## src/rtl/lli_pkg.sv

```systemverilog
package lli_pkg;
    localparam int NREG     = 6;
    localparam int SEL_W    = 3;
    localparam int IDX_TR1  = 0;
    localparam int IDX_TR2  = 1;
    localparam int IDX_BR1  = 2;
    localparam int IDX_SAR  = 3;
    localparam int IDX_DAR  = 4;
    localparam int IDX_LLR  = 5;
    localparam int FLAG_LSB = 16;

    typedef enum logic [2:0] {
        ST_IDLE,
        ST_REQ,
        ST_WAIT,
        ST_FIN,
        ST_CMPL
    } seq_state_e;
endpackage

```

## src/rtl/lli_slot_pick.sv

```systemverilog
module lli_slot_pick #(
    parameter int N = 6,
    localparam int IW = (N > 1) ? $clog2(N) : 1
) (
    input  logic [N-1:0]  pend,
    output logic [IW-1:0] idx,
    output logic          any
);
    always_comb begin
        idx = '0;
        for (int i = N - 1; i >= 0; i--) begin
            if (pend[i]) idx = IW'(i);
        end
        any = |pend;
    end
endmodule

```

## src/rtl/lli_regfile.sv

```systemverilog
module lli_regfile
    import lli_pkg::*;
#(
    parameter int DW    = 32,
    parameter int OFS_W = 16
) (
    input  logic                      clk,
    input  logic                      rst_n,
    input  logic                      sw_we,
    input  logic [SEL_W-1:0]          sw_sel,
    input  logic [DW-1:0]             sw_wdata,
    input  logic                      ld_we,
    input  logic [SEL_W-1:0]          ld_sel,
    input  logic [DW-1:0]             ld_data,
    input  logic                      restore_br1,
    input  logic                      blk_dec,
    output logic [NREG-1:0][DW-1:0]   rf_q
);
    localparam logic [DW-1:0] FLAG_MASK = DW'({NREG{1'b1}}) << FLAG_LSB;
    localparam logic [DW-1:0] PTR_MASK  = DW'((64'd1 << OFS_W) - 64'd4);
    localparam logic [DW-1:0] LLR_MASK  = FLAG_MASK | PTR_MASK;

    logic [DW-1:0] br1_prog;

    always_ff @(posedge clk or negedge rst_n) begin
        if (!rst_n) begin
            br1_prog <= '0;
        end else if (ld_we && ld_sel == SEL_W'(IDX_BR1)) begin
            br1_prog <= ld_data;
        end else if (sw_we && sw_sel == SEL_W'(IDX_BR1)) begin
            br1_prog <= sw_wdata;
        end
    end

    for (genvar k = 0; k < NREG; k++) begin : g_reg
        localparam logic [DW-1:0] MSK = (k == IDX_LLR) ? LLR_MASK : {DW{1'b1}};
        logic [DW-1:0] r;
        logic hit_ld, hit_sw;
        assign hit_ld = ld_we && ld_sel == SEL_W'(k);
        assign hit_sw = sw_we && sw_sel == SEL_W'(k);
        assign rf_q[k] = r;

        if (k == IDX_BR1) begin : g_br1
            always_ff @(posedge clk or negedge rst_n) begin
                if (!rst_n)            r <= '0;
                else if (hit_ld)       r <= ld_data;
                else if (hit_sw)       r <= sw_wdata;
                else if (restore_br1)  r <= br1_prog;
                else if (blk_dec && r != '0) r <= r - 1'b1;
            end
        end else begin : g_plain
            always_ff @(posedge clk or negedge rst_n) begin
                if (!rst_n)       r <= '0;
                else if (hit_ld)  r <= ld_data & MSK;
                else if (hit_sw)  r <= sw_wdata & MSK;
            end
        end
    end


    llr_low_chk: assert property (@(posedge clk) disable iff (!rst_n)
        (rf_q[IDX_LLR] & ~LLR_MASK) == '0);


    br1_restore_chk: assert property (@(posedge clk) disable iff (!rst_n)
        restore_br1 |=> rf_q[IDX_BR1] == $past(br1_prog));


    br1_floor_chk: assert property (@(posedge clk) disable iff (!rst_n)
        (blk_dec && !restore_br1 && !ld_we && !sw_we && rf_q[IDX_BR1] == '0)
        |=> rf_q[IDX_BR1] == '0);
endmodule

```

## src/rtl/lli_seq.sv

```systemverilog
module lli_seq
    import lli_pkg::*;
#(
    parameter int DW    = 32,
    parameter int OFS_W = 16
) (
    input  logic               clk,
    input  logic               rst_n,
    input  logic               xfer_done,
    input  logic [DW-1:0]      llr_q,
    input  logic               sw_we,
    input  logic [SEL_W-1:0]   sw_sel,
    output logic               mem_req_valid,
    input  logic               mem_req_ready,
    output logic [OFS_W-1:0]   mem_req_addr,
    input  logic               mem_rsp_valid,
    input  logic [DW-1:0]      mem_rsp_data,
    input  logic               mem_rsp_err,
    output logic               ld_we,
    output logic [SEL_W-1:0]   ld_sel,
    output logic [DW-1:0]      ld_data,
    output logic               restore_br1,
    output logic               reload_done,
    output logic               xfer_cmplt,
    output logic               link_err,
    output logic               busy
);
    localparam int WW  = OFS_W - 2;
    localparam int CW  = $clog2(NREG + 1);
    localparam int IW  = $clog2(NREG);

    seq_state_e        state, state_nx;
    logic [NREG-1:0]   pend;
    logic [WW-1:0]     word_base;
    logic [CW-1:0]     wcnt;
    logic              br1_keep;
    logic [IW-1:0]     cur;
    logic              cur_any;
    logic [NREG-1:0]   live_flags;
    logic [WW-1:0]     live_ptr;
    logic [NREG-1:0]   pend_after;
    logic              rsp_ok;
    logic              br1_flag_now;

    assign live_flags = llr_q[FLAG_LSB +: NREG];
    assign live_ptr   = llr_q[OFS_W-1:2];
    assign rsp_ok     = mem_rsp_valid && !mem_rsp_err;

    lli_slot_pick #(.N(NREG)) u_pick (
        .pend (pend),
        .idx  (cur),
        .any  (cur_any)
    );

    always_comb begin
        pend_after = pend;
        pend_after[cur] = 1'b0;
    end

    // next-state logic
    always_comb begin
        state_nx = state;
        unique case (state)
            ST_IDLE: begin
                if (xfer_done) begin
                    if (live_flags == '0 && live_ptr == '0) state_nx = ST_CMPL;
                    else if (live_flags == '0)              state_nx = ST_FIN;
                    else                                    state_nx = ST_REQ;
                end
            end
            ST_REQ:  if (mem_req_ready) state_nx = ST_WAIT;
            ST_WAIT: begin
                if (mem_rsp_valid) begin
                    if (mem_rsp_err)           state_nx = ST_IDLE;
                    else if (pend_after == '0) state_nx = ST_FIN;
                    else                       state_nx = ST_REQ;
                end
            end
            ST_FIN:  state_nx = ST_IDLE;
            ST_CMPL: state_nx = ST_IDLE;
            default: state_nx = ST_IDLE;
        endcase
    end

    // state register
    always_ff @(posedge clk or negedge rst_n) begin
        if (!rst_n) state <= ST_IDLE;
        else        state <= state_nx;
    end

    // fetch context
    always_ff @(posedge clk or negedge rst_n) begin
        if (!rst_n) begin
            pend      <= '0;
            word_base <= '0;
            wcnt      <= '0;
            br1_keep  <= 1'b0;
        end else if (state == ST_IDLE && xfer_done) begin
            pend      <= live_flags;
            word_base <= live_ptr;
            wcnt      <= '0;
            br1_keep  <= live_flags[IDX_BR1];
        end else if (state == ST_WAIT && rsp_ok) begin
            pend      <= pend_after;
            wcnt      <= wcnt + 1'b1;
        end
    end

    // sticky error
    always_ff @(posedge clk or negedge rst_n) begin
        if (!rst_n)                                         link_err <= 1'b0;
        else if (state == ST_WAIT && mem_rsp_valid && mem_rsp_err) link_err <= 1'b1;
        else if (sw_we && sw_sel == SEL_W'(IDX_LLR))        link_err <= 1'b0;
    end

    assign br1_flag_now = (state == ST_IDLE) ? live_flags[IDX_BR1] : br1_keep;

    // outputs
    always_comb begin
        mem_req_valid = (state == ST_REQ);
        mem_req_addr  = {word_base + WW'(wcnt), 2'b00};
        ld_we         = (state == ST_WAIT) && rsp_ok && cur_any;
        ld_sel        = SEL_W'(cur);
        ld_data       = mem_rsp_data;
        restore_br1   = (state_nx == ST_FIN) && (state != ST_FIN) && !br1_flag_now;
        reload_done   = (state == ST_FIN);
        xfer_cmplt    = (state == ST_CMPL);
        busy          = (state != ST_IDLE);
    end


    req_hold_chk: assert property (@(posedge clk) disable iff (!rst_n)
        (mem_req_valid && !mem_req_ready) |=> (mem_req_valid && $stable(mem_req_addr)));


    one_out_chk: assert property (@(posedge clk) disable iff (!rst_n)
        (mem_req_valid && mem_req_ready) |=> !mem_req_valid);


    addr_align_chk: assert property (@(posedge clk) disable iff (!rst_n)
        mem_req_valid |-> mem_req_addr[1:0] == 2'b00);


    done_pulse_chk: assert property (@(posedge clk) disable iff (!rst_n)
        reload_done |=> !reload_done);


    cmplt_pulse_chk: assert property (@(posedge clk) disable iff (!rst_n)
        xfer_cmplt |=> (!xfer_cmplt && !mem_req_valid));


    err_sticky_chk: assert property (@(posedge clk) disable iff (!rst_n)
        (link_err && !(sw_we && sw_sel == SEL_W'(IDX_LLR))) |=> link_err);
endmodule

```

## src/rtl/lli_fetch_top.sv

```systemverilog
module lli_fetch_top
    import lli_pkg::*;
#(
    parameter int DW    = 32,
    parameter int OFS_W = 16
) (
    input  logic              clk,
    input  logic              rst_n,
    input  logic              sw_we,
    input  logic [2:0]        sw_sel,
    input  logic [DW-1:0]     sw_wdata,
    input  logic              blk_dec,
    input  logic              xfer_done,
    output logic              mem_req_valid,
    input  logic              mem_req_ready,
    output logic [OFS_W-1:0]  mem_req_addr,
    input  logic              mem_rsp_valid,
    input  logic [DW-1:0]     mem_rsp_data,
    input  logic              mem_rsp_err,
    output logic [DW-1:0]     reg_tr1,
    output logic [DW-1:0]     reg_tr2,
    output logic [DW-1:0]     reg_br1,
    output logic [DW-1:0]     reg_sar,
    output logic [DW-1:0]     reg_dar,
    output logic [DW-1:0]     reg_llr,
    output logic              reload_done,
    output logic              xfer_cmplt,
    output logic              link_err,
    output logic              busy
);
    logic [NREG-1:0][DW-1:0] rf_q;
    logic                    ld_we;
    logic [SEL_W-1:0]        ld_sel;
    logic [DW-1:0]           ld_data;
    logic                    restore_br1;

    lli_regfile #(.DW(DW), .OFS_W(OFS_W)) u_rf (
        .clk         (clk),
        .rst_n       (rst_n),
        .sw_we       (sw_we),
        .sw_sel      (sw_sel),
        .sw_wdata    (sw_wdata),
        .ld_we       (ld_we),
        .ld_sel      (ld_sel),
        .ld_data     (ld_data),
        .restore_br1 (restore_br1),
        .blk_dec     (blk_dec),
        .rf_q        (rf_q)
    );

    lli_seq #(.DW(DW), .OFS_W(OFS_W)) u_seq (
        .clk           (clk),
        .rst_n         (rst_n),
        .xfer_done     (xfer_done),
        .llr_q         (rf_q[IDX_LLR]),
        .sw_we         (sw_we),
        .sw_sel        (sw_sel),
        .mem_req_valid (mem_req_valid),
        .mem_req_ready (mem_req_ready),
        .mem_req_addr  (mem_req_addr),
        .mem_rsp_valid (mem_rsp_valid),
        .mem_rsp_data  (mem_rsp_data),
        .mem_rsp_err   (mem_rsp_err),
        .ld_we         (ld_we),
        .ld_sel        (ld_sel),
        .ld_data       (ld_data),
        .restore_br1   (restore_br1),
        .reload_done   (reload_done),
        .xfer_cmplt    (xfer_cmplt),
        .link_err      (link_err),
        .busy          (busy)
    );

    assign reg_tr1 = rf_q[IDX_TR1];
    assign reg_tr2 = rf_q[IDX_TR2];
    assign reg_br1 = rf_q[IDX_BR1];
    assign reg_sar = rf_q[IDX_SAR];
    assign reg_dar = rf_q[IDX_DAR];
    assign reg_llr = rf_q[IDX_LLR];


    pulse_excl_chk: assert property (@(posedge clk) disable iff (!rst_n)
        !(reload_done && xfer_cmplt));
endmodule

```

## config.mk

```make
export PLATFORM = sky130hd
export DESIGN_NAME = lli_fetch_top
export DESIGN_NICKNAME = d
export VERILOG_FILES = /design/src/rtl/lli_pkg.sv /design/src/rtl/lli_slot_pick.sv /design/src/rtl/lli_regfile.sv /design/src/rtl/lli_seq.sv /design/src/rtl/lli_fetch_top.sv
export SDC_FILE = /design/constraint.sdc
export NUM_CORES = 1
export LEC_CHECK = 0
export BUFFER_PORTS_ARGS = -buffer_cell sky130_fd_sc_hd__buf_4
export CAP_MARGIN = 20
export CORE_MARGIN = 2
export CORE_UTILIZATION = 55
export DETAILED_ROUTE_END_ITERATION = 10
export PLACE_DENSITY = 0.81
export SETUP_SLACK_MARGIN = 0.4
export SYNTH_ARGS = -nofsm -noshare
export SYNTH_HDL_FRONTEND = slang
export SYNTH_SLANG_ARGS = --single-unit
```

## constraint.sdc

```tcl
create_clock -name clk -period 2.85 [get_ports clk]
set_input_delay 0.57 -clock clk [delete_from_list [all_inputs] [get_ports clk]]
set_output_delay 0.57 -clock clk [all_outputs]
set_load 0.005 [all_outputs]
```

==> flow_summary.toml, run 1 <==
[synthesis]
syn_area_per_cell_um2 = 9.20
synth_xor_xnor_area_share = 0.0142
synthTopCellsByArea = "dfrtp_1 (46%), mux2i_1 (12%), a21oi_1 (5.8%)"
synthArstFlopShare = 1.00
yosysMostFrequentCell = "dfrtp_1"
synthFlopType = "dfrtp_1"
synth_compound_area_frac = 0.173
ys_seq_area_frac = 0.464
synthAdderAreaFrac = 0.00639
synthCells = 1405
yosys.area.top_type_share = 0.464
yosysUniqueCellTypes = 81
synth-simple-area-share = 0.173
synth_common_cells = "dfrtp_1 (240), nor2_1 (176), nand2_1 (165)"
synth_area_leader_cell = "dfrtp_1"
synth-edff-count = 0
syn-cell-area_mm2 = 0.0129
synth_top_family_by_area = "simple AND/OR/NAND/NOR gates"
synth_seq_cells = 240
synth_warnings = 0
synthMuxAreaShare = 0.125

[clock_tree]
clock_latency_ns = 0.53
htree_levels = 1
clkSinkCount = 240
cts.clk_slew.worst_paths_ns = 0.06
cts_buffers = 27
cts_tree = "done"
root_buffer = "clkbuf_16"
cts_buffer_depth = 3
ctsHoldBuffers = 0

[finish]
fill_cells = 1607
diodes = 0
final_area_mm2 = 0.0175
area_growth_pct = 35.5
fin_util = 0.753
drive_gt1_frac = 0.317
final_nets = 1796

[sta]
worst_pin_slew_ns = 0.735
skew_ns = 0.0157
finalSetupTns_ns = 0
rsz0062_at_grt = "true"
timing.final.crit_share = 0.982
setup_viol = 0
final_max_slew_viol_count = 0
fmax_mhz = 357
hold_viol_final = 0
period_needed_ns = 2.80
slew_headroom = 0.510
hold_slack_ns = 0.0587

[grt]
grt-ovfl-total = 0
track_usage = 0.371
antenna_found_initial = 0
grt_pass1_vias = 12100
grt_pass1_wl_mm = 70.0
grt_max_degree = 93

[critical_path]
crit_required_ns = 2.28
rr_startpoint = "u_rf.g_reg[2].r[6]"
crit_fanout = 3
critPathArrivalTime_ns = 2.23
end_kind = "primary output"
r2r_slack_ns = 0.28
r2r_cells = 8
path_class = "reg2out"
regToRegEndpoint = "u_rf.g_reg[2].r[2]"
start_kind = "flop"

[place]
dp_hpwl_mm = 32.3
numPortBuffers = 273
gp_congestion = 0.944
dpl-instance-area_mm2 = 0.0157

[routing]
routed_wl_mm = 48.0
drtIter0Drc = 1388
final_antenna_net_count = 0
first_pass_iters = 5
drc = 0
routedWlPerCell_um = 23.4
dr_total_vias = 12900
post_drt_via_cell_ratio = 6.32

[pwr]
ir_drop_mv = 0.785
power_leakage_nw = 8.21
finalPower_w = 0.0173
p_per_area_mw_per_mm2 = 990

[die]
initial_core_util = 0.556
die_h_um = 157
fp.dieW_um = 157
core-area_mm2 = 0.0233
pin_count = 288
die_area_mm2 = 0.0248
rows = 56

[run_status]
outcome = "complete, no violations"

[hold_path]
worst_hold_path_type = "in2async"

[flow_run]
drv_cap = 0
==> power by group <==
| group | switching (W) | leakage, nW | total, W | internal [W] |
|---|---|---|---|---|
| Sequential | 0.00122 | 2.93 | 0.00609 | 0.00487 |
| Combinational | 0.00391 | 4.87 | 0.00784 | 0.00394 |
| Clock | 0.00140 | 0.415 | 0.00341 | 0.00201 |
==> cell families after synthesis <==
group | Yosys count
flip-flops | 240
AO/OA/AOI/OAI | 366
AND/OR/NAND/NOR | 484
multiplexers | 161
adder cells (fa/ha/maj) | 6
buffers and inverters | 126
XOR/XNOR | 21
other | 1
==> layout make-up <==
| cell class | count | area, um^2 | area share |
|---|---|---|---|
| flip-flops and latches | 240 | 6010 | 0.343 |
| repair buffers | 380 | 3070 | 0.175 |
| clock buffers | 39 | 761 | 0.0434 |
| multi-input cells | 1055 | 7160 | 0.409 |
| clock inverters | 6 | 80.1 | 0.00457 |
| well taps | 319 | 399 | 0.0228 |
| inverters | 11 | 41.3 | 0.00236 |
==> critical path, cell delays in order (launching register included) <==
cell     delay [ns]
dfrtp_1        0.36
ha_2           0.19
inv_2          0.04
fa_2           0.35
inv_2          0.05
a21o_1         0.12
nor2b_4        0.21
nand2_2        0.10
xnor2_2        0.16
buf_4          0.13
==> sequential cells by signal (all words and copies together), names as in the netlist <==
signal,count
u_seq.pend,6
u_seq.state,3
u_rf.g.r,180
u_rf.br1_prog,32
u_seq.wcnt,3
u_seq.link_err,1
u_seq.word_base,14
u_seq.br1_keep,1
==> timing repair <==
item                                    CTS  global route
gates resized for setup                  37           113
gates cloned                              3             2
setup buffers                            15            17
endpoints found under the hold margin     0             0
endpoints found under the setup margin   39            65
pin swaps                                12            36
==> per-stage QoR <==
stage | setup slack [ns] | instances
2_1_floorplan | 0.406 | 1418
3_3_place_gp | 0.246 | 1968
3_5_place_dp | 0.176 | 1968
4_1_cts | 0.0431 | 2031
5_1_grt | -0.0128 | 2050
6_report | 0.0517 | 2050
==> per-layer routing <==
metal,track usage,part of all wire
met1,0.489,0.39
met2,0.562,0.45
met3,0.117,0.11
met4,0.165,0.047
met5,0,0
==> layout by cell type, fill, tap and decap left out, drive strengths merged, types with 5 or more instances in the layout <==
cell    synthesis  layout
inv            11      11
nor2          176     176
o21ai          79      79
a21boi          7       7
or2             6       6
clkbuf         80      40
or4            11      11
ha              5       5
or3             8       8
a221oi          7       7
and2            7       7
o31ai          11      11
a21oi         151     151
o22ai          12      12
a31oi          33      33
nor2b           9       9
dfrtp         240     240
nor4           22      22
xnor2          15      15
buf            35     379
a211oi         12      12
a22oi           6       6
xor2            6       6
and3            5       5
nand2b          7       7
nand4           9       9
nand3          16      16
mux2i         161     161
a21o            7       7
nand2         165     165
nor3           19      19
conb            1      14
==> how the worst max path moves through the flow <==
stage | to | startpoint | cells past startpoint | slack (ns)
after floorplan | u_rf.g_reg[2].r[31] | u_rf.g_reg[2].r[16] | 7 | 0.41
after global placement | u_rf.g_reg[2].r[22] | u_rf.g_reg[2].r[17] | 6 | 0.25
after detailed placement | u_rf.g_reg[2].r[12] | u_rf.g_reg[2].r[3] | 6 | 0.18
after CTS | mem_req_addr[14] | u_seq.word_base[0] | 9 | 0.04
after global routing | mem_req_addr[10] | u_seq.wcnt[0] | 9 | -0.01
final | mem_req_addr[10] | u_seq.wcnt[0] | 9 | 0.05
(Power assumes the default switching activity.)
==> run 2: changes to the inputs <==
--- a/config.mk
+++ b/config.mk
@@ -14,4 +14,5 @@
 export SETUP_SLACK_MARGIN = 0.4
 export SYNTH_ARGS = -nofsm -noshare
 export SYNTH_HDL_FRONTEND = slang
+export SYNTH_HIERARCHICAL = 1
 export SYNTH_SLANG_ARGS = --single-unit
==> flow_summary.toml, run 2 <==
[grt]
grt_pass1_wl_mm = 68.5
antenna_found_initial = 1
grt_pass1_vias = 11900
grt-ovfl-total = 0
grt_max_degree = 73
track_usage = 0.363

[die]
die_h_um = 156
die_area_mm2 = 0.0244
initial_core_util = 0.562
core-area_mm2 = 0.0227
fp.dieW_um = 156
pin_count = 288
rows = 55

[routing]
routed_wl_mm = 45.7
dr_total_vias = 12400
final_antenna_net_count = 0
post_drt_via_cell_ratio = 6.24
first_pass_iters = 6
routedWlPerCell_um = 23.1
drc = 0
drtIter0Drc = 1422

[synthesis]
synth_area_leader_cell = "dfrtp_1"
synth_seq_cells = 240
syn_area_per_cell_um2 = 9.30
synth_warnings = 6
ys_seq_area_frac = 0.471
yosysUniqueCellTypes = 73
synthFlopType = "dfrtp_1"
synthArstFlopShare = 1.00
yosysMostFrequentCell = "dfrtp_1"
syn-cell-area_mm2 = 0.0128
synthTopCellsByArea = "dfrtp_1 (47%), mux2i_1 (12%), nand2_1 (6.0%)"
yosys.area.top_type_share = 0.471
synth-edff-count = 0
synth_common_cells = "dfrtp_1 (240), nand2_1 (203), mux2i_1 (156)"
synthCells = 1371

[sta]
rsz0062_at_grt = "true"
timing.final.ws_setup_ns = -0.549
hold_viol_final = 0
timing.final.crit_share = 1.19
period_needed_ns = 3.40
slew_headroom = 0.575
skew_ns = 0.0130
worst_pin_slew_ns = 0.637
final_max_slew_viol_count = 0
setup_viol = 33
finalSetupTns_ns = -14.70
fmax_mhz = 294

[critical_path]
worst-path-buf-inv = 2
crit_required_ns = 3.28
critPathArrivalTime_ns = 3.83
rr_startpoint = "u_seq/pend[2]"
cp_slowest_stage_delay_ns = 0.56
crit_family = "simple AND/OR/NAND/NOR gates"
end_kind = "flop"
r2r_cells = 13
crit_fanout = 6
path_class = "reg2reg"
cpMaxStageDelayCell = "or4_4"
start_kind = "flop"
crit_chain = "or4_4, nor2_4, mux2_4, nor4_4, o311a_4, o21ai_2, a211oi_4, buf_4, nor3_4, and2_4, buf_6, nor4bb_1, nor3_1"
r2r_slack_ns = -0.55
regToRegEndpoint = "u_rf/g_reg[2].r[8]"

[finish]
final_common_cell = "buf_4"
final_area_mm2 = 0.0173
area_growth_pct = 35.7
final_nets = 1757
drive_gt1_frac = 0.317
largest-register = "u_rf/g.r"
largest_reg_flops = 180
top_regs = "u_rf/g.r x180, u_rf/br1_prog x32, u_seq/word_base x14"
final_cell_mix = "buf_4 (355), dfrtp_1 (240), nand2_1 (198)"

[clock_tree]
cts_tree = "done"
cts_buffers = 27
cts.clk_slew.worst_paths_ns = 0.06
htree_levels = 1
cts_buffer_depth = 3
clock_latency_ns = 0.56
clkSinkCount = 240
root_buffer = "clkbuf_16"

[pwr]
p_per_area_mw_per_mm2 = 1000
ir_drop_mv = 0.654
power_leakage_nw = 8.03

[hold_path]
worstHoldEndpoint = "u_rf/g_reg[0].r[1]"
worst_hold_path_type = "in2reg"
min_path_cells = 3
hold_path.startpoint = "mem_rsp_data[1]"

[place]
gp_congestion = 0.909
dp_hpwl_mm = 30.0
numPortBuffers = 273
dpl-instance-area_mm2 = 0.0156

[run_status]
outcome = "finished, violations left"
violations = "setup timing"

[flow_run]
drv_cap = 0
[run 2: final cells by class]
class,instances,area [um^2]
tap,285,357
multi-input combinational,993,6550
clock buffer,36,769
fill,1465,5410
timing repair buffer,401,3370
antenna,1,2.50
clock inverter,11,198
inverter,13,51.3
sequential,240,6010
[run 2: per-layer routing]
metal  track usage  share of wire  vias up  routed length [um]
met5             0              0        -                   0
met4         0.160          0.048        0                2200
met3        0.0836           0.11      152                4890
met2         0.554           0.45      779               20700
met1         0.499           0.39     6005               17800
li1              -              -     5421                   -
[run 2: repair_timing]
action                                  in CTS  in global routing
endpoints found under the setup margin      54                 67
hold buffers                                 1                  0
pin swaps                                   29                 23
resized for setup                           92                 43
setup buffers                               17                  6
endpoints found under the hold margin       12                  0
gates cloned                                 4                  0
[run 2: kinds of logic after synthesis]
group,share of synthesized area
compound gates,0.166
other cells,0.000589
flops,0.471
buf+inv,0.0594
simple gates,0.160
xor+xnor,0.0110
fa+ha+maj,0.00648
mux,0.126
[run 2: metrics by stage]
| stage | setup WS [ns] | util | instances | total power [W] | hold WS (ns) |
|---|---|---|---|---|---|
| 3_5_place_dp | -0.560 | 0.685 | 1904 | 0.0130 | 0.459 |
| 4_1_cts | -0.506 | 0.752 | 1973 | 0.0171 | 0.257 |
| 3_3_place_gp | -0.453 | 0.685 | 1904 | 0.0127 | 0.455 |
| 2_1_floorplan | -0.504 | - | 1383 | 0.00908 | 0.274 |
| 5_1_grt | -0.689 | 0.762 | 1980 | 0.0182 | 0.276 |
| 6_report | -0.549 | 0.762 | 1980 | 0.0174 | 0.265 |
[run 2: worst max path at each step]
stage | cells past startpoint | end | start | slack [ns]
after floorplan | 16 | u_rf/g_reg[2].r[13] | u_seq/pend[1] | -0.50
after global placement | 12 | u_rf/g_reg[2].r[22] | u_seq/pend[2] | -0.45
after detailed placement | 12 | u_rf/g_reg[2].r[22] | u_seq/pend[2] | -0.56
after CTS | 13 | u_rf/g_reg[2].r[8] | u_seq/pend[2] | -0.51
after global routing | 12 | u_rf/g_reg[2].r[0] | u_seq/pend[2] | -0.69
final | 13 | u_rf/g_reg[2].r[8] | u_seq/pend[2] | -0.55
[run 2: power breakdown]
group | internal (W) | switching [W]
logic | 0.00389 | 0.00351
clock network | 0.00234 | 0.00148
registers | 0.00494 | 0.00121
[run 2: tightest hold or removal path, cell delays in order]
cell	delay [ns]
buf_4	0.11
nand2_1	0.04
o21ai_0	0.06
